[src/rtl/bridge_pkg.sv]
package bridge_pkg;
    typedef enum logic [1:0] {
        WR_IDLE     = 2'd0,
        WR_GOT_ADDR = 2'd1,
        WR_GOT_DATA = 2'd2,
        WR_RESP     = 2'd3
    } wr_state_t;

    typedef enum logic {
        RD_IDLE = 1'b0,
        RD_RESP = 1'b1
    } rd_state_t;

    typedef enum logic [1:0] {
        SEL_UPPER = 2'd0,
        SEL_LOWER = 2'd1,
        SEL_CTRL  = 2'd2,
        SEL_NONE  = 2'd3
    } reg_sel_t;

    localparam logic [1:0] RESP_OKAY = 2'b00;

    localparam int BIT_RUN   = 0;
    localparam int BIT_EMPTY = 1;
    localparam int BIT_FULL  = 2;
    localparam int BIT_OVF   = 3;
endpackage

[src/rtl/axil_write_fsm.sv]
module axil_write_fsm
    import bridge_pkg::*;
#(
    parameter int ADDR_W = 4,
    parameter int DATA_W = 32
) (
    input  logic              clk,
    input  logic              rst_n,
    input  logic [ADDR_W-1:0] awaddr,
    input  logic              awvalid,
    output logic              awready,
    input  logic [DATA_W-1:0] wdata,
    input  logic              wvalid,
    output logic              wready,
    output logic              bvalid,
    input  logic              bready,
    output logic              commit,
    output logic [ADDR_W-1:0] commit_addr,
    output logic [DATA_W-1:0] commit_data
);
    wr_state_t         state_q, state_d;
    logic [ADDR_W-1:0] addr_q;
    logic [DATA_W-1:0] data_q;

    always_ff @(posedge clk) begin
        if (!rst_n) state_q <= WR_IDLE;
        else        state_q <= state_d;
    end

    always_comb begin
        state_d = state_q;
        unique case (state_q)
            WR_IDLE: begin
                if (awvalid && wvalid) state_d = WR_RESP;
                else if (awvalid)      state_d = WR_GOT_ADDR;
                else if (wvalid)       state_d = WR_GOT_DATA;
            end
            WR_GOT_ADDR: if (wvalid)  state_d = WR_RESP;
            WR_GOT_DATA: if (awvalid) state_d = WR_RESP;
            WR_RESP:     if (bready)  state_d = WR_IDLE;
            default:                  state_d = WR_IDLE;
        endcase
    end

    always_comb begin
        awready     = (state_q == WR_IDLE) || (state_q == WR_GOT_DATA);
        wready      = (state_q == WR_IDLE) || (state_q == WR_GOT_ADDR);
        bvalid      = (state_q == WR_RESP);
        commit      = (state_q != WR_RESP) && (state_d == WR_RESP);
        commit_addr = (state_q == WR_GOT_ADDR) ? addr_q : awaddr;
        commit_data = (state_q == WR_GOT_DATA) ? data_q : wdata;
    end

    always_ff @(posedge clk) begin
        if (!rst_n) begin
            addr_q <= '0;
            data_q <= '0;
        end else begin
            if (awvalid && awready) addr_q <= awaddr;
            if (wvalid && wready)   data_q <= wdata;
        end
    end
endmodule

[src/rtl/axil_read_fsm.sv]
module axil_read_fsm
    import bridge_pkg::*;
#(
    parameter int DATA_W = 32
) (
    input  logic              clk,
    input  logic              rst_n,
    input  logic              arvalid,
    output logic              arready,
    output logic [DATA_W-1:0] rdata,
    output logic              rvalid,
    input  logic              rready,
    input  logic [DATA_W-1:0] rd_value
);
    rd_state_t         state_q, state_d;
    logic [DATA_W-1:0] rdata_q;

    always_ff @(posedge clk) begin
        if (!rst_n) state_q <= RD_IDLE;
        else        state_q <= state_d;
    end

    always_comb begin
        state_d = state_q;
        unique case (state_q)
            RD_IDLE: if (arvalid) state_d = RD_RESP;
            RD_RESP: if (rready)  state_d = RD_IDLE;
            default:              state_d = RD_IDLE;
        endcase
    end

    always_comb begin
        arready = (state_q == RD_IDLE);
        rvalid  = (state_q == RD_RESP);
        rdata   = rdata_q;
    end

    always_ff @(posedge clk) begin
        if (!rst_n)                  rdata_q <= '0;
        else if (arvalid && arready) rdata_q <= rd_value;
    end
endmodule

[src/rtl/item_fifo.sv]
module item_fifo #(
    parameter int WIDTH = 40,
    parameter int DEPTH = 16,
    localparam int PTR_W = (DEPTH > 1) ? $clog2(DEPTH) : 1,
    localparam int CNT_W = $clog2(DEPTH + 1)
) (
    input  logic             clk,
    input  logic             rst_n,
    input  logic             push,
    input  logic [WIDTH-1:0] push_data,
    input  logic             pop,
    output logic [WIDTH-1:0] head,
    output logic             empty,
    output logic             full,
    output logic [CNT_W-1:0] count
);
    logic [WIDTH-1:0] mem [DEPTH];
    logic [PTR_W-1:0] wr_ptr, rd_ptr;
    logic             do_push, do_pop;

    function automatic logic [PTR_W-1:0] next_ptr(input logic [PTR_W-1:0] p);
        return (p == PTR_W'(DEPTH - 1)) ? '0 : p + 1'b1;
    endfunction

    assign empty   = (count == '0);
    assign full    = (count == CNT_W'(DEPTH));
    assign do_push = push && !full;
    assign do_pop  = pop && !empty;
    assign head    = mem[rd_ptr];

    always_ff @(posedge clk) begin
        if (do_push) mem[wr_ptr] <= push_data;
    end

    always_ff @(posedge clk) begin
        if (!rst_n) begin
            wr_ptr <= '0;
            rd_ptr <= '0;
            count  <= '0;
        end else begin
            if (do_push) wr_ptr <= next_ptr(wr_ptr);
            if (do_pop)  rd_ptr <= next_ptr(rd_ptr);
            if (do_push && !do_pop)      count <= count + 1'b1;
            else if (do_pop && !do_push) count <= count - 1'b1;
        end
    end
endmodule

[src/rtl/fifo_push_bridge.sv]
module fifo_push_bridge
    import bridge_pkg::*;
#(
    parameter int ADDR_W = 4,
    parameter int DATA_W = 32,
    parameter int ITEM_W = 40,
    parameter int DEPTH  = 16,
    localparam int HI_W   = ITEM_W - DATA_W,
    localparam int WORD_W = ADDR_W - 2,
    localparam int STRB_W = DATA_W / 8,
    localparam int CNT_W  = $clog2(DEPTH + 1)
) (
    input  logic              clk,
    input  logic              rst_n,
    input  logic [ADDR_W-1:0] s_awaddr,
    input  logic              s_awvalid,
    output logic              s_awready,
    input  logic [DATA_W-1:0] s_wdata,
    input  logic [STRB_W-1:0] s_wstrb,
    input  logic              s_wvalid,
    output logic              s_wready,
    output logic [1:0]        s_bresp,
    output logic              s_bvalid,
    input  logic              s_bready,
    input  logic [ADDR_W-1:0] s_araddr,
    input  logic              s_arvalid,
    output logic              s_arready,
    output logic [DATA_W-1:0] s_rdata,
    output logic [1:0]        s_rresp,
    output logic              s_rvalid,
    input  logic              s_rready,
    output logic              cons_run,
    output logic              cons_empty,
    output logic [ITEM_W-1:0] cons_data,
    input  logic              cons_pop
);
    logic              commit;
    logic [ADDR_W-1:0] commit_addr;
    logic [DATA_W-1:0] commit_data;
    logic [DATA_W-1:0] rd_value;
    reg_sel_t          wr_sel;
    logic [HI_W-1:0]   hi_q;
    logic              run_q, ovf_q;
    logic              push_req, fifo_full;
    logic [CNT_W-1:0]  fifo_count;
    logic              unused_bits;

    assign unused_bits = ^{s_wstrb, commit_addr[1:0], s_araddr[1:0]};

    axil_write_fsm #(.ADDR_W(ADDR_W), .DATA_W(DATA_W)) u_wr (
        .clk(clk), .rst_n(rst_n),
        .awaddr(s_awaddr), .awvalid(s_awvalid), .awready(s_awready),
        .wdata(s_wdata), .wvalid(s_wvalid), .wready(s_wready),
        .bvalid(s_bvalid), .bready(s_bready),
        .commit(commit), .commit_addr(commit_addr), .commit_data(commit_data)
    );

    axil_read_fsm #(.DATA_W(DATA_W)) u_rd (
        .clk(clk), .rst_n(rst_n),
        .arvalid(s_arvalid), .arready(s_arready),
        .rdata(s_rdata), .rvalid(s_rvalid), .rready(s_rready),
        .rd_value(rd_value)
    );

    assign s_bresp = RESP_OKAY;
    assign s_rresp = RESP_OKAY;

    always_comb begin
        unique case (commit_addr[ADDR_W-1:2])
            WORD_W'(0): wr_sel = SEL_UPPER;
            WORD_W'(1): wr_sel = SEL_LOWER;
            WORD_W'(2): wr_sel = SEL_CTRL;
            default:    wr_sel = SEL_NONE;
        endcase
    end

    assign push_req = commit && (wr_sel == SEL_LOWER);

    always_ff @(posedge clk) begin
        if (!rst_n) begin
            hi_q  <= '0;
            run_q <= 1'b0;
            ovf_q <= 1'b0;
        end else if (commit) begin
            unique case (wr_sel)
                SEL_UPPER: hi_q <= commit_data[HI_W-1:0];
                SEL_LOWER: if (fifo_full) ovf_q <= 1'b1;
                SEL_CTRL: begin
                    run_q <= commit_data[BIT_RUN];
                    if (commit_data[BIT_OVF]) ovf_q <= 1'b0;
                end
                default: ;
            endcase
        end
    end

    item_fifo #(.WIDTH(ITEM_W), .DEPTH(DEPTH)) u_fifo (
        .clk(clk), .rst_n(rst_n),
        .push(push_req), .push_data({hi_q, commit_data}),
        .pop(cons_pop), .head(cons_data),
        .empty(cons_empty), .full(fifo_full), .count(fifo_count)
    );

    assign cons_run = run_q;

    always_comb begin
        rd_value = '0;
        if (s_araddr[ADDR_W-1:2] == WORD_W'(2)) begin
            rd_value[BIT_RUN]   = run_q;
            rd_value[BIT_EMPTY] = cons_empty;
            rd_value[BIT_FULL]  = fifo_full;
            rd_value[BIT_OVF]   = ovf_q;
        end
    end
endmodule

[config.mk]
export PLATFORM = sky130hd
export DESIGN_NAME = fifo_push_bridge
export DESIGN_NICKNAME = d
export VERILOG_FILES = /design/src/rtl/bridge_pkg.sv /design/src/rtl/axil_write_fsm.sv /design/src/rtl/axil_read_fsm.sv /design/src/rtl/item_fifo.sv /design/src/rtl/fifo_push_bridge.sv
export SDC_FILE = /design/constraint.sdc
export NUM_CORES = 1
export LEC_CHECK = 0
export ABC_AREA = 1
export ABC_CLOCK_PERIOD_IN_PS = 5600
export BUFFER_PORTS_ARGS = -buffer_cell sky130_fd_sc_hd__buf_2
export CORE_ASPECT_RATIO = 1.75
export CORE_MARGIN = 8
export CORE_UTILIZATION = 35
export CTS_CLUSTER_SIZE = 16
export DETAILED_ROUTE_END_ITERATION = 16
export PLACE_DENSITY = 0.58
export SKIP_CTS_REPAIR_TIMING = 1
export SLEW_MARGIN = 20
export SYNTH_ARGS = -nofsm -noshare
export SYNTH_HDL_FRONTEND = slang
export SYNTH_SLANG_ARGS = --single-unit
[constraint.sdc]
create_clock -name clk -period 5.6 [get_ports clk]
set_clock_uncertainty 0.1 [all_clocks]
set_input_delay 1.12 -clock clk [delete_from_list [all_inputs] [get_ports clk]]
set_output_delay 1.12 -clock clk [all_outputs]
set_load 0.005 [all_outputs]
==> results of run 1 <==
## worst reg2reg max path, cell delays in order, from the launching register on
cell and delay (ns):
dfxtp_1 0.63, inv_2 0.14, nand2_1 0.12, nand3_2 0.12, nor2_4 0.28, nand3_4 0.18
inv_2 0.15, nand2_1 0.25, nor2_4 0.69, buf_4 0.45
## how the worst max path moves through the flow
| stage | slack [ns] | end | cells past startpoint | startpoint |
|---|---|---|---|---|
| 3_3_place_gp | 1.64 | u_fifo.mem[9][11]$_DFFE_PP_ | 10 | s_awvalid |
| 5_1_grt | 1.24 | cons_data[18] | 7 | flop |
| 3_5_place_dp | 1.63 | u_fifo.mem[9][13]$_DFFE_PP_ | 10 | s_awvalid |
| 6_report | 1.52 | cons_data[38] | 7 | flop |
| 2_1_floorplan | 0.58 | u_fifo.mem[7][0]$_DFFE_PP_ | 6 | s_awvalid |
| 4_1_cts | 1.42 | cons_data[18] | 7 | flop |
## power groups by stage
| stage | combinational [uW] | sequential, uW | clock (uW) |
|---|---|---|---|
| floorplan | 2360 | 6030 | 0 |
| global placement | 2960 | 6150 | 0 |
| detailed placement | 3050 | 6160 | 0 |
| CTS | 3070 | 6040 | 4570 |
| global route | 3380 | 6060 | 4740 |
| finish | 3020 | 6040 | 4460 |
## cell families (layout without fill, tap and decap cells)
family	count (synthesis)	after routing	share of synthesized area
AO/OA/AOI/OAI	542	542	0.118
multiplexers	24	24	0.00906
AND/OR/NAND/NOR	659	659	0.0960
other	1	33	0.000126
adder cells (fa/ha/maj)	10	10	0.00445
XOR/XNOR	7	7	0.00206
flip-flops	708	708	0.690
buffers and inverters	535	600	0.0800
## per-stage QoR
stage | area, sq um | hold slack [ns] | utilization
after floorplan | 29900 | 0.352 | -
after global placement | 31200 | 0.372 | 0.370
after detailed placement | 31200 | 0.394 | 0.370
after CTS | 33400 | 0.413 | 0.395
after global routing | 33400 | 0.436 | 0.395
final | 33400 | 0.408 | 0.395
## flip-flops by register name, indices dropped and copies added, names as in the netlist, named ones only
register / count
u_wr.addr_q: 2
cons_run: 1
ovf_q: 1
u_rd.rdata: 4
u_rd.rvalid: 1
u_fifo.rd_ptr: 4
u_wr.state_q: 2
u_fifo.wr_ptr: 4
u_fifo.mem: 640
u_wr.data_q: 32
u_fifo.count: 5
hi_q: 8
## layer usage
| layer | vias to the layer above | share of wire |
|---|---|---|
| met5 | - | 0.00031 |
| met4 | 4 | 0.032 |
| met3 | 109 | 0.043 |
| met2 | 440 | 0.52 |
| met1 | 9130 | 0.41 |
| li1 | 8733 | - |
## cells in the mapped netlist (all sizes together) (9+ instances only)
| master | number | area (sq um) |
|---|---|---|
| nand3 | 272 | 1380 |
| edfxtp | 640 | 19200 |
| ha | 9 | 113 |
| dfxtp | 68 | 1360 |
| clkbuf | 59 | 221 |
| o211ai | 160 | 1600 |
| mux2 | 24 | 270 |
| o21ai | 198 | 991 |
| nor2 | 110 | 420 |
| buf | 125 | 846 |
| a21oi | 180 | 901 |
| inv | 351 | 1320 |
| nand2 | 269 | 1010 |
## cell type report
type / count / area share
Timing Repair Buffer: 130 / 0.0271
Inverter: 351 / 0.0395
Sequential cell: 708 / 0.617
Multi-Input combinational cell: 1274 / 0.212
Clock inverter: 39 / 0.0107
Tap cell: 1072 / 0.0402
Antenna cell: 1 / 0.0000750
Clock buffer: 80 / 0.0530
==> impl_results.md, run 1 <==
* Status: finished, final reports clean
* Worst Setup Start Kind: flop
* All-Layer GR Usage at 0.150
* CP top delay family: flip-flops
* Post-detail-place hpwl at 40300 um
* TritonCTS clock tree: done
* RSZ-0062 raised after global routing: no
* Area Overhead vs Synth at 11.9%
* Row Count at around 140
* Reg-to-Reg End: u_fifo.mem[8][4]$_DFFE_PP_
* NetSw at approximately 4100 uW
* Final #Nets at ~2600
* Comb power frac at 0.223
* Tcrit/Tclk final at 0.728
* WP buf/inv at 2
* H-tree depth at 3
* Post-DR wirelength/cell at 20.0 um
* Gr busiest metal: met2
* Fin. Hold Viols at 0
* Post-Syn Instances at about 2500
* Cell area after synthesis at slightly below 30000 sq um
* Async SR Flop Fraction at 0
* Flop pwr share at 0.447
* I/O Pins at 135
* Finished Layout Cells at roughly 3700
* Skew-Pair Late Insertion Delay at just over 0.6 ns
* Initial Util at 0.353
* Most frequent cells in the layout: 640 x edfxtp_1, 345 x inv_1, 270 x nand3_1
* Yosys warnings at 0
* GRT met3 Usage at 0.0235
* Reg2reg start: u_wr.state_q[1]$_SDFF_PN0_
* Share of layout cells above drive strength 1 at 0.140
* Critical setup path kind: flop to primary output
* Fillers at 7773
* Static leakage at between 0.01 and 0.015 uW
* Dpl cells at 3535
* Worst Path Required at 4.38 ns
* Setup violation total in the final timing report at 0
* Iter 0 DRT Violations at approximately 1300
* Wirelength, routed at approximately 73000 um
* Final critical-path required period at around 4 ns
* Die Width at roughly 240 um
* Multi-input gate area at a little over 7000 sq um
* Critical-path cell list: buf_12, a21oi_1, o21ai_0, nand3_1, nand3_1, nand2_1, buf_2
* Post-synthesis sequential area ratio at 0.690
* CP dominant cell by count: nand3_1
* Hold crit path type: flop to flop
* RePlAce Congestion at between 0.7 and 0.8
* Root buf cell: clkbuf_16
* First-pass GRT wire length at between 100000 and 150000 um
* Full die area at 95200 sq um
* Worst-path clk slew at 0.07 ns
* Num CTS Buffers at 67
* Reg area at approximately 21000 sq um
* PortBufs at 94
* DRT antenna net count at 0
* DRC at 0
* Vias at 18400
* Part of the power in the clock network at 0.330
* Top FF cell, synth: edfxtp_1
* Rel. slew slack at 0.310
* GRT overflow at 0
* CORE AREA at between 80000 and 90000 sq um
* Place WS at approximately 1.6 ns
* Hold Startpoint: ovf_q$_SDFFE_PN0P_
* Vias in the first global route at roughly 18000
* Die Ht at between 400 and 500 um
* R2r setup slk at 2.14 ns
* Internal power at around 9400 uW
* Endpoint class of the critical path: primary output
* Initial antenna violation count at 4
* DR vias/cell at 5.04
* Setup TNS at 0 ns
* Max Cap Viol at 0
* EDFF count, synth at 640
* Power Density at 405 nW/um^2
* Met1 Use GR at 0.176
* Initial DRT Pass Iterations at 5
* WHS Path Cells at 2
* Peak supply drop at around 0.26 mV
* Unique masters post-synth at 32
* Switching share of power at 0.304
* Synthesized area per cell at between 10 and 15 sq um
* Pin count of the biggest net entering global routing at 134
* Worst-Margin Slew at around 1.0 ns
* Crit path max-delay cell type: dfxtp_4
* R2R depth at 9
* Max-slew violations at 0
* Clock sinks at around 710
* Tot Pwr at 13500 uW
* Commonest non-fill, non-tap cell in the layout: edfxtp_1
* Max FO, Critical Path at 127
* Final Worst Setup Slack at approximately 1.5 ns
* Slowest cell delay on critical path at 0.87 ns
* Flops & latches, synth at just over 700
* Grt met2 use at 0.272
* Crit path arrival time at ~2.9 ns
* Clk buf depth at 3
* Highest Clock Rate at 245 MHz
* Hold Path Sink: ovf_q$_SDFFE_PN0P_
No activity file was read; power rests on OpenSTA's default activity.
==> run 2, diff against run 1 <==
ABC_CLOCK_PERIOD_IN_PS = 3450   (was 5600)
PLACE_DENSITY = 0.6   (was 0.58)
clock period = 3.45 ns   (was 5.6 ns; I/O delays follow)
==> run 2 against run 1 <==
- sequential share of layout area is 0.49 points lower
- routed wire length is 2.2% higher
- largest cell class unchanged
- largest power group unchanged
- worst hold slack worse by 0.20 ns
- register-to-register slack worse by 1.5 ns
- critical path depth is 1 higher
- critical endpoint is now cons_data[18]
==> impl_results.md, run 2 (synthesis results as in run 1) <==
* Status: finished, final reports clean (unchanged)
* Largest Register: u_fifo.mem (unchanged)
* Worst-path clk slew at 0.06 ns (was 0.07 ns)
* Clock sinks at 708 (unchanged)
* Post-detail-place hpwl at 42000 um (was 40300 um)
* Setup TNS at 0 ns (unchanged)
* Static leakage at 0.0121 uW (was 0.0120 uW)
* Worst-Margin Slew at 0.779 ns (was 1.03 ns)
* PortBufs at 94 (unchanged)
* Initial antenna violation count at 1 (was 4)
* Fin util at 0.398 (was 0.395)
* RePlAce Congestion at 0.765 (was 0.754)
* Max reg flops at 640 (unchanged)
* Max Cap Viol at 0 (unchanged)
* Worst Setup Start Kind: flop (unchanged)
* Clk buf depth at 3 (unchanged)
* Most frequent cells in the layout: 640 x edfxtp_1, 345 x inv_1, 270 x nand3_1 (unchanged)
* Biggest registers after layout: u_fifo.mem (640), u_wr.data_q (32), hi_q (8) (unchanged)
* I/O Pins at 135 (unchanged)
* Share of layout cells above drive strength 1 at 0.149 (was 0.140)
* Wirelength, routed at 74700 um (was 73100 um)
* CORE AREA at 84500 sq um (unchanged)
* Finished Layout Cells at 3683 (was 3655)
* Die Width at 237 um (unchanged)
* Final critical-path required period at around 3.2 ns
* Hold crit path type: input port to flop (was flop to flop)
* Root buf cell: clkbuf_16 (unchanged)
* Setup violation total in the final timing report at 0 (unchanged)
* Initial DRT Pass Iterations at 5 (unchanged)
* DRT antenna net count at 0 (unchanged)
* Dpl cells at 3563 (was 3535)
* Iter 0 DRT Violations at 1553 (was 1344)
* Final #Nets at 2621 (was 2594)
* H-tree depth at 3 (unchanged)
* Endpoint class of the critical path: primary output (unchanged)
* GRT overflow at 0 (unchanged)
* Crit path arrival time at 2.45 ns (was 2.86 ns)
* Tcrit/Tclk final at 0.939
* DRC at 0 (unchanged)
* Hold Startpoint: s_wdata[24] (was ovf_q$_SDFFE_PN0P_)
* Rel. slew slack at 0.480 (was 0.310)
* Peak supply drop at 0.326 mV (was 0.264 mV)
* Highest Clock Rate at slightly above 300 MHz
* Tot Pwr at 21900 uW (was 13500 uW)
* Skew-Pair Late Insertion Delay at 0.63 ns (was 0.62 ns)
* First-pass GRT wire length at 111000 um (was 109000 um)
* Power Density at 650 nW/um^2 (was 405 nW/um^2)
* Pin count of the biggest net entering global routing at 83 (was 134)
* All-Layer GR Usage at 0.153 (was 0.150)
* DR vias/cell at 5.08 (was 5.04)
* Vias at 18700 (was 18400)
* TritonCTS clock tree: done (unchanged)
* Die Ht at 402 um (unchanged)
* Number of inserted diodes at 0 (was 1)
* Post-DR wirelength/cell at 20.3 um (was 20.0 um)
* Max-slew violations at 0 (unchanged)
* Fin. Hold Viols at 0 (unchanged)
* Worst Path Required at 2.66 ns (was 4.38 ns)
* Reg2reg start: u_wr.state_q[0]$_SDFF_PN0_ (was u_wr.state_q[1]$_SDFF_PN0_)
* Num CTS Buffers at 66 (was 67)
* Row Count at 141 (unchanged)
* RSZ-0062 raised after global routing: no (unchanged)
* Max FO, Critical Path at 63 (was 127)
* Commonest non-fill, non-tap cell in the layout: edfxtp_1 (unchanged)
* Initial Util at 0.353 (unchanged)
* Critical setup path kind: flop to primary output (unchanged)
* Vias in the first global route at 18600 (was 18100)
* Full die area at 95200 sq um (unchanged)
* Area Overhead vs Synth at 12.8% (was 11.9%)
-- run 2: cell types whose count changed in the layout (fill, tap and decap cells not counted), sizes merged --
cell,before,now
buf,130,158
clkinvlp,2,6
clkbuf,80,85
clkinv,27,23
diode,1,0
bufinv,5,1
-- run 2: metal layers --
| layer | up-vias | share of wire | global-route usage | wire [um] |
|---|---|---|---|---|
| met5 | - | 0 | 0 | 0 |
| met1 | 9229 | 0.41 | 0.184 | 30600 |
| met2 | 561 | 0.51 | 0.270 | 37800 |
| li1 | 8782 | - | - | - |
| met3 | 120 | 0.054 | 0.0232 | 4000 |
| met4 | 0 | 0.031 | 0.0625 | 2350 |
-- run 2: final cells by class --
type	count	area, sq um
clock buffer	85	1780
clock inverter	35	245
fill	7720	50900
inverter	351	1320
multi-input combinational	1274	7100
sequential	708	20600
tap	1072	1340
timing repair buffer	158	1260
-- run 2: path summary, 6_finish.rpt --
path / end / depth (start not counted) / slack [ns]
max: cons_data[18] / 8 / 0.21
min: u_wr.data_q[24]$_SDFFE_PN0P_ / 3 / 0.20
max reg2reg: u_fifo.count[4]$_SDFFE_PN0P_ / 14 / 0.67
min reg2reg: ovf_q$_SDFFE_PN0P_ / 2 / 0.41
-- run 2: metrics by stage --
stage	hold WS, ns	area (sq um)	setup WS, ns
6_report	0.205	33600	0.210
2_1_floorplan	0.352	29900	-0.230
3_3_place_gp	0.368	31600	0.515
3_5_place_dp	0.381	31600	0.534
4_1_cts	0.166	33600	0.143
5_1_grt	0.197	33600	0.0581
-- run 2: worst max-delay path, cell delays in order (launching register included) --
cell and delay [ns]:
dfxtp_4 0.60, buf_12 0.25, buf_12 0.28, nand2_1 0.09, o211ai_1 0.09, nand3_1 0.14, nand3_1 0.11, nand2_1 0.09
buf_2 0.14
-- run 2: power breakdown --
part / switching [uW] / internal (uW) / leakage, uW / total [uW]
logic: 3340 / 1860 / 0.00477 / 5200
clock network: 3150 / 3770 / 0.000984 / 6930
registers: 190 / 9560 / 0.00637 / 9750
total: 6680 / 15200 / 0.0121 / 21900
==> run 3, diff against run 2 <==
CORE_MARGIN = not set   (was 8)
RECOVER_POWER = 25   (was not set)
SYNTH_HIERARCHICAL = 1   (was not set)
==> run 3 against run 2 <==
- worst hold slack improved by 0.0055 ns
- total power increased by 6.2%
- the run now ends with capacitance limit, slew limit left
- maximum frequency shrank 3.4%
- die area is 3.9% lower
- highest routed layer is now met5
- sequential share of layout area fell by 2.5 points
==> impl_results.md, run 3 <==
* Initial DRT Pass Iterations at 5 (unchanged)
* I/O Pins at 135 (unchanged)
* RSZ-0062 raised after global routing: no (unchanged)
* Num CTS Buffers at 69 (was 66)
* Max Cap Viol at 2 (was 0)
* Clk buf depth at 3 (unchanged)
* Clock sinks at 736 (was 708)
* DRC at 0 (unchanged)
* Endpoint class of the critical path: primary output (unchanged)
* Setup TNS at 0 ns (unchanged)
* Iter 0 DRT Violations at 1440 (was 1553)
* Initial antenna violation count at 4 (was 1)
* Skew-Pair Late Insertion Delay at 0.65 ns (was 0.63 ns)
* Rel. slew slack at -0.456 (was 0.480)
* Final critical-path required period at 3.35 ns (was 3.24 ns)
* Fillers at 8661 (was 7720)
* First-pass GRT wire length at 122000 um (was 111000 um)
* Initial Util at 0.354 (was 0.353)
* CP dominant cell by count: nand2_1
* Die Width at 229 um (was 237 um)
* Critical-path cell list: inv_8, buf_16, buf_12, nand2_1, nand2_1, nand2_1, nand3_1, nand3_1, nand2_1, buf_2 (was buf_12, buf_12, nand2_1, o211ai_1, nand3_1, nand3_1, nand2_1, buf_2)
* Largest Register: u_fifo/mem (was u_fifo.mem)
* Area Overhead vs Synth at 14.2% (was 12.8%)
* R2r setup slk at 0.46 ns (was 0.67 ns)
* R2R depth at 10 (was 14)
* Vias at 21500 (was 18700)
* Hold Startpoint: s_rready (was s_wdata[24])
* Commonest non-fill, non-tap cell in the layout: nand2_1 (was edfxtp_1)
* Critical setup path kind: flop to primary output (unchanged)
* Worst Setup Start Kind: flop (unchanged)
* DR vias/cell at 4.76 (was 5.08)
* Peak supply drop at 0.414 mV (was 0.326 mV)
* Hold crit path type: input port to flop (unchanged)
* Hold Path Sink: u_rd/rvalid$_SDFF_PN0_ (was u_wr.data_q[24]$_SDFFE_PN0P_)
* Post-DR wirelength/cell at 17.8 um (was 20.3 um)
* Max reg flops at 640 (unchanged)
* Static leakage at 0.0147 uW (was 0.0121 uW)
* Crit path arrival time at 2.56 ns (was 2.45 ns)
* RePlAce Congestion at 0.774 (was 0.765)
* H-tree depth at 3 (unchanged)
* Post-Syn Instances at 3169 (was 2486)
* CORE AREA at 89300 sq um (was 84500 sq um)
* Row Count at 145 (was 141)
* Number of inserted diodes at 0 (unchanged)
* DRT met1 WL at 32500 um (was 30600 um)
* Post-detail-place hpwl at 45700 um (was 42000 um)
* Max-slew violations at 104 (was 0)
* Tot Pwr at 23200 uW (was 21900 uW)
* Reg2reg start: u_wr/state_q[1]$_SDFF_PN0_ (was u_wr.state_q[0]$_SDFF_PN0_)
* WHS Path Cells at 4 (was 3)
* Pin count of the biggest net entering global routing at 121 (was 83)
* Share of layout cells above drive strength 1 at 0.0972 (was 0.149)
* Power Density at 645 nW/um^2 (was 650 nW/um^2)
* Failing checks: capacitance limit, slew limit
* Reg-to-Reg End: u_fifo/mem[10][17]$_DFFE_PP_ (was u_fifo.count[4]$_SDFFE_PN0P_)
* Die Ht at 399 um (was 402 um)
* GRT overflow at 0 (unchanged)
* Met3 WL at 4200 um (was 4000 um)
* Status: complete, but fails checks (was finished, final reports clean)
* All-Layer GR Usage at 0.175 (was 0.153)
* PortBufs at 122 (was 94)
* Root buf cell: clkbuf_16 (unchanged)
* Slowest cell delay on critical path at 0.45 ns (was 0.60 ns)
* Wirelength, routed at 80400 um (was 74700 um)
* DRT antenna net count at 0 (unchanged)
* TritonCTS clock tree: done (unchanged)
* Max FO, Critical Path at 45 (was 63)
* Full die area at 91400 sq um (was 95200 sq um)
* Metal2 WL at 41100 um (was 37800 um)
* Tcrit/Tclk final at 0.972 (was 0.939)
* Most frequent cells in the layout: 1180 x nand2_1, 640 x edfxtp_1, 422 x nand3_1 (was 640 x edfxtp_1, 345 x inv_1, 270 x nand3_1)
* Worst Path Required at 2.66 ns (about the same)
* Highest routed layer: met5 (was met4)
* Yosys warnings at 6 (was 0)
* Worst-Margin Slew at 2.18 ns (was 0.779 ns)
* Hold Slack at 0.210 ns (was 0.205 ns)
* Crit path max-delay cell type: dfxtp_4 (unchanged)
* Vias in the first global route at 20600 (was 18600)
* Highest Clock Rate at 298 MHz (was 309 MHz)
* Synthesized area per cell at 9.96 sq um (was 12.0 sq um)
* Setup violation total in the final timing report at 0 (unchanged)
* Fin. Hold Viols at 0 (unchanged)
* Final #Nets at 3352 (was 2621)
* Worst-path clk slew at 0.06 ns (about the same)
* Cell area after synthesis at 31600 sq um (was 29800 sq um)
run 3: worst max-delay path: cells and delay by family (launching register included):
kind / cells / cell delay, ns
buffers and inverters: 4 / 0.84
AND/OR/NAND/NOR: 6 / 0.59
flip-flops: 1 / 0.45
run 3: layout make-up:
class / instances / area [sq um] / share of cell area
clock buffers: 87 / 1880 / 0.0521
clock inverters: 39 / 367 / 0.0102
well taps: 1176 / 1470 / 0.0408
flip-flops and latches: 736 / 21200 / 0.587
repair buffers: 198 / 1570 / 0.0435
inverters: 269 / 1020 / 0.0284
multi-input cells: 2015 / 8570 / 0.238
run 3: worst max path at each step:
stage | depth (start not counted) | end | slack, ns
2_1_floorplan | 9 | u_fifo/mem[0][0]$_DFFE_PP_ | -0.51
3_3_place_gp | 16 | u_fifo/count[3]$_SDFFE_PN0P_ | 0.16
3_5_place_dp | 11 | u_fifo/mem[10][24]$_DFFE_PP_ | 0.19
4_1_cts | 8 | cons_data[5] | -0.03
5_1_grt | 10 | cons_data[14] | 0.009
6_report | 10 | cons_data[14] | 0.1
run 3: metrics by stage:
| step | instance area (sq um) | std cells | util | setup WS [ns] |
|---|---|---|---|---|
| floorplan | 31700 | 3200 | - | -0.510 |
| global placement | 33800 | 4392 | 0.378 | 0.160 |
| detailed placement | 33800 | 4392 | 0.378 | 0.190 |
| CTS | 36000 | 4518 | 0.404 | -0.0314 |
| global route | 36000 | 4520 | 0.404 | 0.00903 |
| finish | 36000 | 4520 | 0.404 | 0.0960 |
run 3: per-layer routing:
layer	GRT usage	up-vias
li1	-	10500
met1	0.212	10300
met2	0.310	561
met3	0.0244	149
met4	0.0715	8
met5	0	-
run 3: where the power goes:
| group | internal, uW | total, uW | switching, uW |
|---|---|---|---|
| Combinational | 1720 | 5530 | 3800 |
| Clock | 4210 | 7610 | 3390 |
| Sequential | 9940 | 10100 | 162 |
